### src/rtl/vga_plane_pkg.sv
package vga_plane_pkg;

  typedef enum logic [1:0] {
    WMODE_0 = 2'd0,
    WMODE_2 = 2'd1,
    WMODE_3 = 2'd2
  } wmode_e;

  localparam logic [1:0] CSEL_WCFG  = 2'd0;
  localparam logic [1:0] CSEL_RCFG  = 2'd1;
  localparam logic [1:0] CSEL_LATCH = 2'd2;

  // mask-by-data flag outranks expand flag
  function automatic wmode_e pick_wmode(input logic f2, input logic f3);
    if (f3) return WMODE_3;
    if (f2) return WMODE_2;
    return WMODE_0;
  endfunction

endpackage

### src/rtl/vga_ctl_regs.sv
module vga_ctl_regs
  import vga_plane_pkg::*;
#(
  parameter int NP = 4,
  parameter int PW = 8
) (
  input  logic          clk_i,
  input  logic          rst_ni,
  input  logic          ctl_we_i,
  input  logic [1:0]    ctl_addr_i,
  input  logic [NP*PW-1:0] ctl_wdata_i,
  output logic [NP*PW-1:0] ctl_rdata_o,
  input  logic          mem_rvalid_i,
  input  logic [NP*PW-1:0] mem_rdata_i,
  output logic [$clog2(PW)-1:0] rot_o,
  output logic          f2_o,
  output logic          f3_o,
  output logic [NP-1:0] sr_en_o,
  output logic [NP-1:0] sr_val_o,
  output logic [PW-1:0] mask_o,
  output logic [$clog2(NP)-1:0] map_o,
  output logic          cmp_mode_o,
  output logic [NP-1:0] cmp_mask_o,
  output logic [NP-1:0] colour_o,
  output logic [NP*PW-1:0] latch_o
);
  localparam int W      = NP * PW;
  localparam int RW     = $clog2(PW);
  localparam int SW     = $clog2(NP);
  localparam int F2_BIT = RW;
  localparam int F3_BIT = RW + 1;
  localparam int SRE_LO = 8;
  localparam int SRV_LO = SRE_LO + NP;
  localparam int MSK_LO = 16;
  localparam int RMD_BIT = SW;
  localparam int CMK_LO = 4;
  localparam int CLR_LO = CMK_LO + NP;

  localparam logic [W-1:0] ONE = W'(1);
  localparam logic [W-1:0] WCFG_MASK = ((ONE << (RW + 2)) - ONE)
                                     | (((ONE << (2 * NP)) - ONE) << SRE_LO)
                                     | (((ONE << PW) - ONE) << MSK_LO);
  localparam logic [W-1:0] RCFG_MASK = ((ONE << (SW + 1)) - ONE)
                                     | (((ONE << (2 * NP)) - ONE) << CMK_LO);

  logic [W-1:0] wcfg_q, rcfg_q, latch_q;
  logic         latch_ctl_wr;

  assign latch_ctl_wr = ctl_we_i && (ctl_addr_i == CSEL_LATCH);

  always_ff @(posedge clk_i or negedge rst_ni) begin
    if (!rst_ni) begin
      wcfg_q  <= '0;
      rcfg_q  <= '0;
      latch_q <= '0;
    end else begin
      if (ctl_we_i && ctl_addr_i == CSEL_WCFG) wcfg_q <= ctl_wdata_i & WCFG_MASK;
      if (ctl_we_i && ctl_addr_i == CSEL_RCFG) rcfg_q <= ctl_wdata_i & RCFG_MASK;
      if (mem_rvalid_i)      latch_q <= mem_rdata_i;
      else if (latch_ctl_wr) latch_q <= ctl_wdata_i;
    end
  end

  always_comb begin
    unique case (ctl_addr_i)
      CSEL_WCFG:  ctl_rdata_o = wcfg_q;
      CSEL_RCFG:  ctl_rdata_o = rcfg_q;
      CSEL_LATCH: ctl_rdata_o = latch_q;
      default:    ctl_rdata_o = '0;
    endcase
  end

  assign rot_o      = wcfg_q[RW-1:0];
  assign f2_o       = wcfg_q[F2_BIT];
  assign f3_o       = wcfg_q[F3_BIT];
  assign sr_en_o    = wcfg_q[SRE_LO +: NP];
  assign sr_val_o   = wcfg_q[SRV_LO +: NP];
  assign mask_o     = wcfg_q[MSK_LO +: PW];
  assign map_o      = rcfg_q[SW-1:0];
  assign cmp_mode_o = rcfg_q[RMD_BIT];
  assign cmp_mask_o = rcfg_q[CMK_LO +: NP];
  assign colour_o   = rcfg_q[CLR_LO +: NP];
  assign latch_o    = latch_q;


  latch_load_chk: assert property (@(posedge clk_i) disable iff (!rst_ni)
    mem_rvalid_i |=> latch_q == $past(mem_rdata_i));

  latch_hold_chk: assert property (@(posedge clk_i) disable iff (!rst_ni)
    (!mem_rvalid_i && !latch_ctl_wr) |=> $stable(latch_q));

endmodule

### src/rtl/vga_write_path.sv
module vga_write_path
  import vga_plane_pkg::*;
#(
  parameter int NP = 4,
  parameter int PW = 8
) (
  input  logic          clk_i,
  input  logic          rst_ni,
  input  logic          we_i,
  input  logic [PW-1:0] data_i,
  input  logic [$clog2(PW)-1:0] rot_i,
  input  logic          f2_i,
  input  logic          f3_i,
  input  logic [NP-1:0] sr_en_i,
  input  logic [NP-1:0] sr_val_i,
  input  logic [PW-1:0] mask_i,
  input  logic [NP*PW-1:0] latch_i,
  output logic          we_o,
  output logic [NP*PW-1:0] wdata_o
);
  localparam int W = NP * PW;

  wmode_e          mode;
  logic [2*PW-1:0] dbl;
  logic [PW-1:0]   rotated;
  logic [W-1:0]    word;

  assign mode    = pick_wmode(f2_i, f3_i);
  assign dbl     = {data_i, data_i} >> rot_i;
  assign rotated = dbl[PW-1:0];

  for (genvar p = 0; p < NP; p++) begin : g_plane
    logic [PW-1:0] src, msk;
    always_comb begin
      unique case (mode)
        WMODE_2: begin
          src = {PW{data_i[p]}};
          msk = mask_i;
        end
        WMODE_3: begin
          src = {PW{sr_val_i[p]}};
          msk = mask_i & rotated;
        end
        default: begin
          src = sr_en_i[p] ? {PW{sr_val_i[p]}} : rotated;
          msk = mask_i;
        end
      endcase
    end
    assign word[p*PW +: PW] = (src & msk) | (latch_i[p*PW +: PW] & ~msk);
  end

  always_ff @(posedge clk_i or negedge rst_ni) begin
    if (!rst_ni) begin
      we_o    <= 1'b0;
      wdata_o <= '0;
    end else begin
      we_o <= we_i;
      if (we_i) wdata_o <= word;
    end
  end


  mask_keep_chk: assert property (@(posedge clk_i) disable iff (!rst_ni)
    (we_i && mode != WMODE_3 && mask_i == '0) |=> wdata_o == $past(latch_i));

  wdata_hold_chk: assert property (@(posedge clk_i) disable iff (!rst_ni)
    !we_i |=> $stable(wdata_o));

endmodule

### src/rtl/vga_read_path.sv
module vga_read_path #(
  parameter int NP = 4,
  parameter int PW = 8
) (
  input  logic          clk_i,
  input  logic          rst_ni,
  input  logic          rvalid_i,
  input  logic [NP*PW-1:0] rdata_i,
  input  logic [$clog2(NP)-1:0] map_i,
  input  logic          cmp_mode_i,
  input  logic [NP-1:0] cmp_mask_i,
  input  logic [NP-1:0] colour_i,
  output logic          rvalid_o,
  output logic [PW-1:0] rdata_o
);
  logic [NP-1:0] col_bits [PW];
  logic [PW-1:0] cmp_byte, sel_byte, result;

  for (genvar i = 0; i < PW; i++) begin : g_bit
    for (genvar p = 0; p < NP; p++) begin : g_pl
      assign col_bits[i][p] = rdata_i[p*PW + i];
    end
    assign cmp_byte[i] = &(~cmp_mask_i | ~(col_bits[i] ^ colour_i));
  end

  assign sel_byte = rdata_i[int'(map_i)*PW +: PW];
  assign result   = cmp_mode_i ? cmp_byte : sel_byte;

  always_ff @(posedge clk_i or negedge rst_ni) begin
    if (!rst_ni) begin
      rvalid_o <= 1'b0;
      rdata_o  <= '0;
    end else begin
      rvalid_o <= rvalid_i;
      if (rvalid_i) rdata_o <= result;
    end
  end


  rvalid_follow_chk: assert property (@(posedge clk_i) disable iff (!rst_ni)
    rvalid_i |=> rvalid_o);

  cmp_none_chk: assert property (@(posedge clk_i) disable iff (!rst_ni)
    (rvalid_i && cmp_mode_i && cmp_mask_i == '0) |=> rdata_o == '1);

endmodule

### src/rtl/vga_plane_alu.sv
module vga_plane_alu
  import vga_plane_pkg::*;
#(
  parameter int NUM_PLANES = 4,
  parameter int PLANE_W    = 8
) (
  input  logic                          clk_i,
  input  logic                          rst_ni,
  input  logic                          host_we_i,
  input  logic                          host_re_i,
  input  logic [PLANE_W-1:0]            host_wdata_i,
  output logic                          host_rvalid_o,
  output logic [PLANE_W-1:0]            host_rdata_o,
  output logic                          mem_re_o,
  output logic                          mem_we_o,
  output logic [NUM_PLANES*PLANE_W-1:0] mem_wdata_o,
  input  logic                          mem_rvalid_i,
  input  logic [NUM_PLANES*PLANE_W-1:0] mem_rdata_i,
  input  logic                          ctl_we_i,
  input  logic [1:0]                    ctl_addr_i,
  input  logic [NUM_PLANES*PLANE_W-1:0] ctl_wdata_i,
  output logic [NUM_PLANES*PLANE_W-1:0] ctl_rdata_o
);
  localparam int W  = NUM_PLANES * PLANE_W;
  localparam int RW = $clog2(PLANE_W);
  localparam int SW = $clog2(NUM_PLANES);

  logic [RW-1:0]         rot;
  logic                  f2, f3, cmp_mode;
  logic [NUM_PLANES-1:0] sr_en, sr_val, cmp_mask, colour;
  logic [PLANE_W-1:0]    bit_mask;
  logic [SW-1:0]         map_sel;
  logic [W-1:0]          latch;

  assign mem_re_o = host_re_i;

  vga_ctl_regs #(.NP(NUM_PLANES), .PW(PLANE_W)) u_regs (
    .clk_i, .rst_ni,
    .ctl_we_i, .ctl_addr_i, .ctl_wdata_i, .ctl_rdata_o,
    .mem_rvalid_i, .mem_rdata_i,
    .rot_o(rot), .f2_o(f2), .f3_o(f3),
    .sr_en_o(sr_en), .sr_val_o(sr_val), .mask_o(bit_mask),
    .map_o(map_sel), .cmp_mode_o(cmp_mode), .cmp_mask_o(cmp_mask),
    .colour_o(colour), .latch_o(latch)
  );

  vga_write_path #(.NP(NUM_PLANES), .PW(PLANE_W)) u_wr (
    .clk_i, .rst_ni,
    .we_i(host_we_i), .data_i(host_wdata_i), .rot_i(rot),
    .f2_i(f2), .f3_i(f3), .sr_en_i(sr_en), .sr_val_i(sr_val),
    .mask_i(bit_mask), .latch_i(latch),
    .we_o(mem_we_o), .wdata_o(mem_wdata_o)
  );

  vga_read_path #(.NP(NUM_PLANES), .PW(PLANE_W)) u_rd (
    .clk_i, .rst_ni,
    .rvalid_i(mem_rvalid_i), .rdata_i(mem_rdata_i),
    .map_i(map_sel), .cmp_mode_i(cmp_mode), .cmp_mask_i(cmp_mask),
    .colour_i(colour),
    .rvalid_o(host_rvalid_o), .rdata_o(host_rdata_o)
  );


  wr_follow_chk: assert property (@(posedge clk_i) disable iff (!rst_ni)
    host_we_i |=> mem_we_o);

  wr_idle_chk: assert property (@(posedge clk_i) disable iff (!rst_ni)
    !host_we_i |=> !mem_we_o);

endmodule

### config.mk
export PLATFORM = sky130hd
export DESIGN_NAME = vga_plane_alu
export DESIGN_NICKNAME = d
export VERILOG_FILES = /design/src/rtl/vga_plane_pkg.sv /design/src/rtl/vga_ctl_regs.sv /design/src/rtl/vga_write_path.sv /design/src/rtl/vga_read_path.sv /design/src/rtl/vga_plane_alu.sv
export SDC_FILE = /design/constraint.sdc
export NUM_CORES = 1
export LEC_CHECK = 0
export ABC_AREA = 0
export CAP_MARGIN = 30
export CORE_ASPECT_RATIO = 0.9
export CORE_MARGIN = 2
export CORE_UTILIZATION = 55
export CTS_BUF_LIST = sky130_fd_sc_hd__clkbuf_4 sky130_fd_sc_hd__clkbuf_8 sky130_fd_sc_hd__clkbuf_16
export DETAILED_ROUTE_END_ITERATION = 10
export PLACE_DENSITY = 0.95
export SLEW_MARGIN = 15
export SYNTH_ARGS = -nofsm -noshare
export SYNTH_HDL_FRONTEND = slang
export SYNTH_SLANG_ARGS = --single-unit
### constraint.sdc
create_clock -name clk_i -period 4.6 [get_ports clk_i]
set_input_delay 0.69 -clock clk_i [delete_from_list [all_inputs] [get_ports clk_i]]
set_output_delay 0.69 -clock clk_i [all_outputs]
set_load 0.02 [all_outputs]
**Word level (Yosys, flattened, before mapping)**

Cells that the tools add are included.

- Word-level logic and storage cells: 85
- Memories: 0
- Bits in latches: 0
- Memory bits (writable): 0
- ROM bits: 0
- Bits in registers: 106

- Equal/unequal tests: 4
- Divide/modulo/power cells: 0
- Add/sub/neg operators: 0
- Mux-type cells: 20
- Bitwise gates (word level): 39
- Order comparisons: 0
- Multipliers: 0
- Shifts and indexed selects: 2
- Reduce and logical (&&, ||, !) cells: 13

Operator list:

| cell | number |
|---|---|
| 32-bit case mux with 3 select lines | 1 |
| 8-bit AND | 9 |
| 32-bit 2-to-1 mux | 2 |
| 8-bit case mux with 2 select lines | 4 |
| 8-bit 2-to-1 mux | 6 |
| 4-bit NOT | 9 |
| 4-bit OR | 8 |
| 8-bit OR | 4 |
| 4-bit AND reduction | 8 |
| 32-bit by 6-bit variable part select with 8-bit output | 1 |
| 4-bit bitwise XOR | 8 |
| 16-bit by 3-bit right shift with 8-bit output | 1 |
| 2-bit 2-to-1 mux | 4 |
| 8-bit NOT | 1 |
| 2-bit by 1-bit equality test with 1-bit output (second input constant) | 2 |
| 2-bit equality test (second input constant) | 2 |
| 1-bit logical AND | 3 |
| 1-bit 2-to-1 mux | 3 |
| 2-bit zero test | 1 |
| 2-bit nonzero test | 1 |

**Depth between registers and ports, before layout**

- Depth after elaboration: 9
- Depth in mapped cells: 6
- Mapped depth without buffers: 4

**Modules after synthesis**

A second synthesis with hierarchy kept.

- Cells, all modules: 598
- Area, all modules: 6816.5 um^2

Modules (own cells, without submodules):

| module | instances | area an instance (um^2) | cells an instance |
|---|---|---|---|
| vga_ctl_regs | 1 | 3244.4 | 243 |
| vga_write_path | 1 | 2561.2 | 259 |
| vga_read_path | 1 | 1003.5 | 95 |
| vga_plane_alu | 1 | 7.5 | 1 |

**Least setup slack after synthesis**

Ideal clock, no wire load.

- Path type: input to output
- Start: input ctl_addr_i[0]
- End: output ctl_rdata_o[0]
- Stages: 4
- Buffers on the path: 2
- Data required time: 3910 ps
- Path slack: 2005 ps
- Data arrival time: 1905 ps
- Cells stage by stage: clkbuf_1 -> clkbuf_1 -> mux2i_1 -> o21ai_0

- Word-level cells in the longest chain between the ends: 2
- Elaborated cells on any way between the ends: 4
- Classes of those cells: 2 x eq/ne; 1 x mux; 1 x reduce/logical

Ends and longest elaborated chain:

| what | line | text |
|---|---|---|
| from (decl) | vga_plane_alu.sv:20 | `input logic [1:0] ctl_addr_i,` |
| 2-bit equality test, or another cell as far along | vga_ctl_regs.sv:65 | `unique case (ctl_addr_i)` |
| 32-bit case mux with 3 select lines * | vga_ctl_regs.sv:65 |  |
| to (decl) | vga_plane_alu.sv:22 | `output logic [NUM_PLANES*PLANE_W-1:0] ctl_rdata_o` |

Every way passes the cells marked *; elsewhere a longest branch is shown, timed or not.

**Final worst setup path**

- Start: input ctl_addr_i[1]
- End: output ctl_rdata_o[31]

The elaborated chain is that of the path after synthesis.

==> flow_summary.yaml <==
clocking:
  worst_skew_pair.late_latency_ns: 0.34
  cts_inserted_buffers: 9
  root_buffer: "sky130_fd_sc_hd__clkbuf_16"
  clkSlewWorstSetupHoldPaths_ns: 0.07
  clkSinkCount: 106
  tritoncts: "built"
  postCtsResizedCells: 0
  post_cts_buffers: 0
  clk_path_buf_depth: 2
  cts.hold.buffers_added: 0
  cts.htree.levels: 3
routing:
  drt_drc_violations_left: 0
  post_drt_via_cell_ratio: 6.569
  drt.antenna.violating_nets: 0
  dr.pass1.iters: 5
  drt_wl_total_um: 22030
  vias: 6175
  wire_per_inst_um: 23.44
  drt_iter0_markers: 705
global_routing:
  largest_net_degree_at_the_start_of_global_routing: 73
  grt_antenna_before_repair: 0
  wire_length_of_the_first_global_routing_pass_um: 33190
  grt.overflow.total: 0
  first_global_vias: 5929
  grt.total_usage_pct: 33.52
worst_setup_path:
  reg2reg_slack_ns: 2.45
  worstSetupStartpoint: "ctl_addr_i[1]"
  timing.critical_path.fanout_max: 24
  crit-reg2reg-launch: "u_regs.wcfg_q[0]"
  cp-end-kind: "primary output"
  required_ns: 3.91
  setup.worst_path.start_class: "input port"
  critical_path_destination: "ctl_rdata_o[31]"
  critical_path.max_stage_delay_ns: 0.65
  worstPathArrival_ns: 2.83
  worstSetupPathType: "in2out"
  crit_path_top_delay_cell: "sky130_fd_sc_hd__clkdlybuf4s50_1"
  crit-reg2reg-capture: "u_wr.wdata_o[13]"
  r2r.worst_path.cells: 4
  crit_chain: "clkdlybuf4s50_1 -> buf_4 -> nor2b_1 -> buf_4 -> and2_1 -> clkdlybuf4s50_1"
synth:
  synth-edff-count: 0
  ys_seq_elements: 106
  yosysUniqueCellTypes: 29
  synthTopCellsByCount: "sky130_fd_sc_hd__dfrtp_1, sky130_fd_sc_hd__mux2i_1, sky130_fd_sc_hd__nand2_1, sky130_fd_sc_hd__nor2_1, sky130_fd_sc_hd__nor2b_1"
  warnings_synthesis: 0
  synth.most_common_cell: "sky130_fd_sc_hd__dfrtp_1"
  post_synth.cell_area_avg_sq_um: 10.19
  synth_top_area_cell: "sky130_fd_sc_hd__dfrtp_1"
  mappedNetlistNets: 731
  synth_top_flop_cell: "sky130_fd_sc_hd__dfrtp_1"
  async_sr_flop_fraction_pct: 100.0
  synth.top_cells.by_area: "sky130_fd_sc_hd__dfrtp_1, sky130_fd_sc_hd__mux2i_1, sky130_fd_sc_hd__mux2_2"
  synth_top_area_share_pct: 39.98
  synth_seq_area_share_pct: 39.98
  synthCells: 651
  area_of_the_mapped_netlist_sq_um: 6634
pwr:
  pwr-share-comb_pct: 40.7
  cellInternalPower_mw: 2.233
  worst_ir_drop_vdd_mv: 0.2323
  power.leakage_nw: 3.551
  cellPowerDensity_nw_per_um2: 430.2
  clock_power_share_pct: 20.1
  totalPowerFinal_mw: 3.665
  seq_power_share_pct: 39.2
  switching_share_pct: 39.08
  power_switching_mw: 1.432
job:
  max-cap-violations: 0
timing:
  final_critical_path_setup_slack_ns: 1.082
  hold_ws_ns: 0.2983
  worst-slew-pin-transition_ns: 1.048
  fin_setup_tns_ns: 0
  setup_repair_after_global_routing_missed_its_margin: "no"
  timing.final.crit_share_pct: 76.49
  max-slew-margin-rel_pct: 30.17
  clock.fmax_ghz: 0.2842
  skew_ns: 0.01133
  timing_max_transition_violations_final: 0
  timing_hold_violations_final: 0
  setup-violations-final: 0
  fin_crit_ns: 3.518
floorplanning:
  rows: 38
  die_w_um: 119.8
  design.core.area_sq_um: 11930
  starting_density_pct: 55.59
  design.portCount: 155
  design.die.area_sq_um: 12960
  die_h_um: 108.2
layout:
  post-route-util_pct: 71.39
  insertedDiodeCount: 0
  final_cells: 940
  fin_nets: 855
  fillers: 842
  drive_gt1_share_pct: 11.54
  syn_to_final_growth_pct: 28.42
  design_area_sq_um: 8519
  multi_input_comb_area_sq_um: 3767
  final-seq-area_sq_um: 2653
outcome:
  run_status: "completed"
place:
  placed_area_sq_um: 8200
  gp_routability_congestion: 0.9671
  placed_cells: 921
  preCtsSetupSlack_ns: 1.147
  portBuffers: 152
  place_hpwl_um: 16100
hold_path:
  hold_path.class: "in2async"
## state kept, by name, indices dropped and copies added (netlist names)
name / cells
u_wr.we_o: 1
u_rd.rdata_o: 8
u_rd.rvalid_o: 1
u_regs.rcfg_q: 11
u_wr.wdata_o: 32
u_regs.latch_o: 32
u_regs.wcfg_q: 21
## placed cells by master (no fill, tap or decap), types with 2 or more instances in the layout
cell,synthesis,layout
sky130_fd_sc_hd__mux2_2,34,34
sky130_fd_sc_hd__nor2_1,57,57
sky130_fd_sc_hd__mux4_2,16,16
sky130_fd_sc_hd__a31oi_1,8,8
sky130_fd_sc_hd__and2_1,8,8
sky130_fd_sc_hd__a22o_1,3,3
sky130_fd_sc_hd__buf_4,1,11
sky130_fd_sc_hd__nand2_1,59,59
sky130_fd_sc_hd__clkdlybuf4s50_1,0,149
sky130_fd_sc_hd__a21oi_1,17,16
sky130_fd_sc_hd__o21ai_0,31,31
sky130_fd_sc_hd__o22ai_1,4,4
sky130_fd_sc_hd__o311ai_1,31,31
sky130_fd_sc_hd__clkinvlp_4,0,2
sky130_fd_sc_hd__mux2_4,5,5
sky130_fd_sc_hd__nand4_1,32,32
sky130_fd_sc_hd__mux2i_1,91,91
sky130_fd_sc_hd__mux2i_2,2,2
sky130_fd_sc_hd__xor2_1,32,32
sky130_fd_sc_hd__o21ai_1,10,10
sky130_fd_sc_hd__nor2b_1,42,42
sky130_fd_sc_hd__buf_2,13,2
sky130_fd_sc_hd__a222oi_1,8,8
sky130_fd_sc_hd__inv_6,0,2
sky130_fd_sc_hd__clkbuf_16,0,9
sky130_fd_sc_hd__clkinv_2,0,2
sky130_fd_sc_hd__dfrtp_1,106,106
## kinds of logic after synthesis
family                    share of synthesized area [%]
AOI/OAI and AO/OA                                 11.34
xor gates and xnor gates                          4.225
and+or+nand+nor                                   14.50
muxes                                             26.48
buffers and inverters                             3.470
DFF                                               39.98
## worst min-delay path by stage
stage                     startpoint               end  slack, ns  cells after the start
floorplan                     rst_ni   u_rd.rdata_o[0]       0.39                      0
global placement    u_wr.wdata_o[22]  u_wr.wdata_o[22]       0.51                      2
detailed placement  u_wr.wdata_o[28]  u_wr.wdata_o[28]       0.52                      2
CTS                           rst_ni   u_wr.wdata_o[8]       0.52                      1
global route                  rst_ni   u_wr.wdata_o[8]       0.33                      1
finish                        rst_ni   u_wr.wdata_o[8]       0.30                      1
## per-layer routing
metal / GRT usage [%] / vias to the layer above / share of wire [%]
met1: 43.64 / 2991 / 38
met4: 15.71 / 0 / 4.2
li1: - / 2651 / -
met5: 0 / - / 0
met2: 54.94 / 457 / 47
met3: 6.013 / 76 / 10
## power groups by stage
stage,logic (mW),clock network (mW),registers (mW)
global placement,1.40,0,1.44
floorplan,0.803,0,1.43
finish,1.49,0.736,1.44
CTS,1.46,0.731,1.43
global route,1.59,0.771,1.45
detailed placement,1.45,0,1.45
## area by class of cell
| type | instances | area share (%) |
|---|---|---|
| repair buffers | 164 | 19.00 |
| multi-input cells | 493 | 44.22 |
| inverters | 1 | 0.04406 |
| well taps | 160 | 2.350 |
| clock inverters | 7 | 0.6021 |
| clock buffers | 9 | 2.644 |
| flip-flops and latches | 106 | 31.14 |
## worst max-delay path, delay by kind of cell
kind | cells | cell delay, ns
buffers and inverters | 4 | 1.73
AND/OR/NAND/NOR | 2 | 0.38
(Power assumes the default switching activity.)
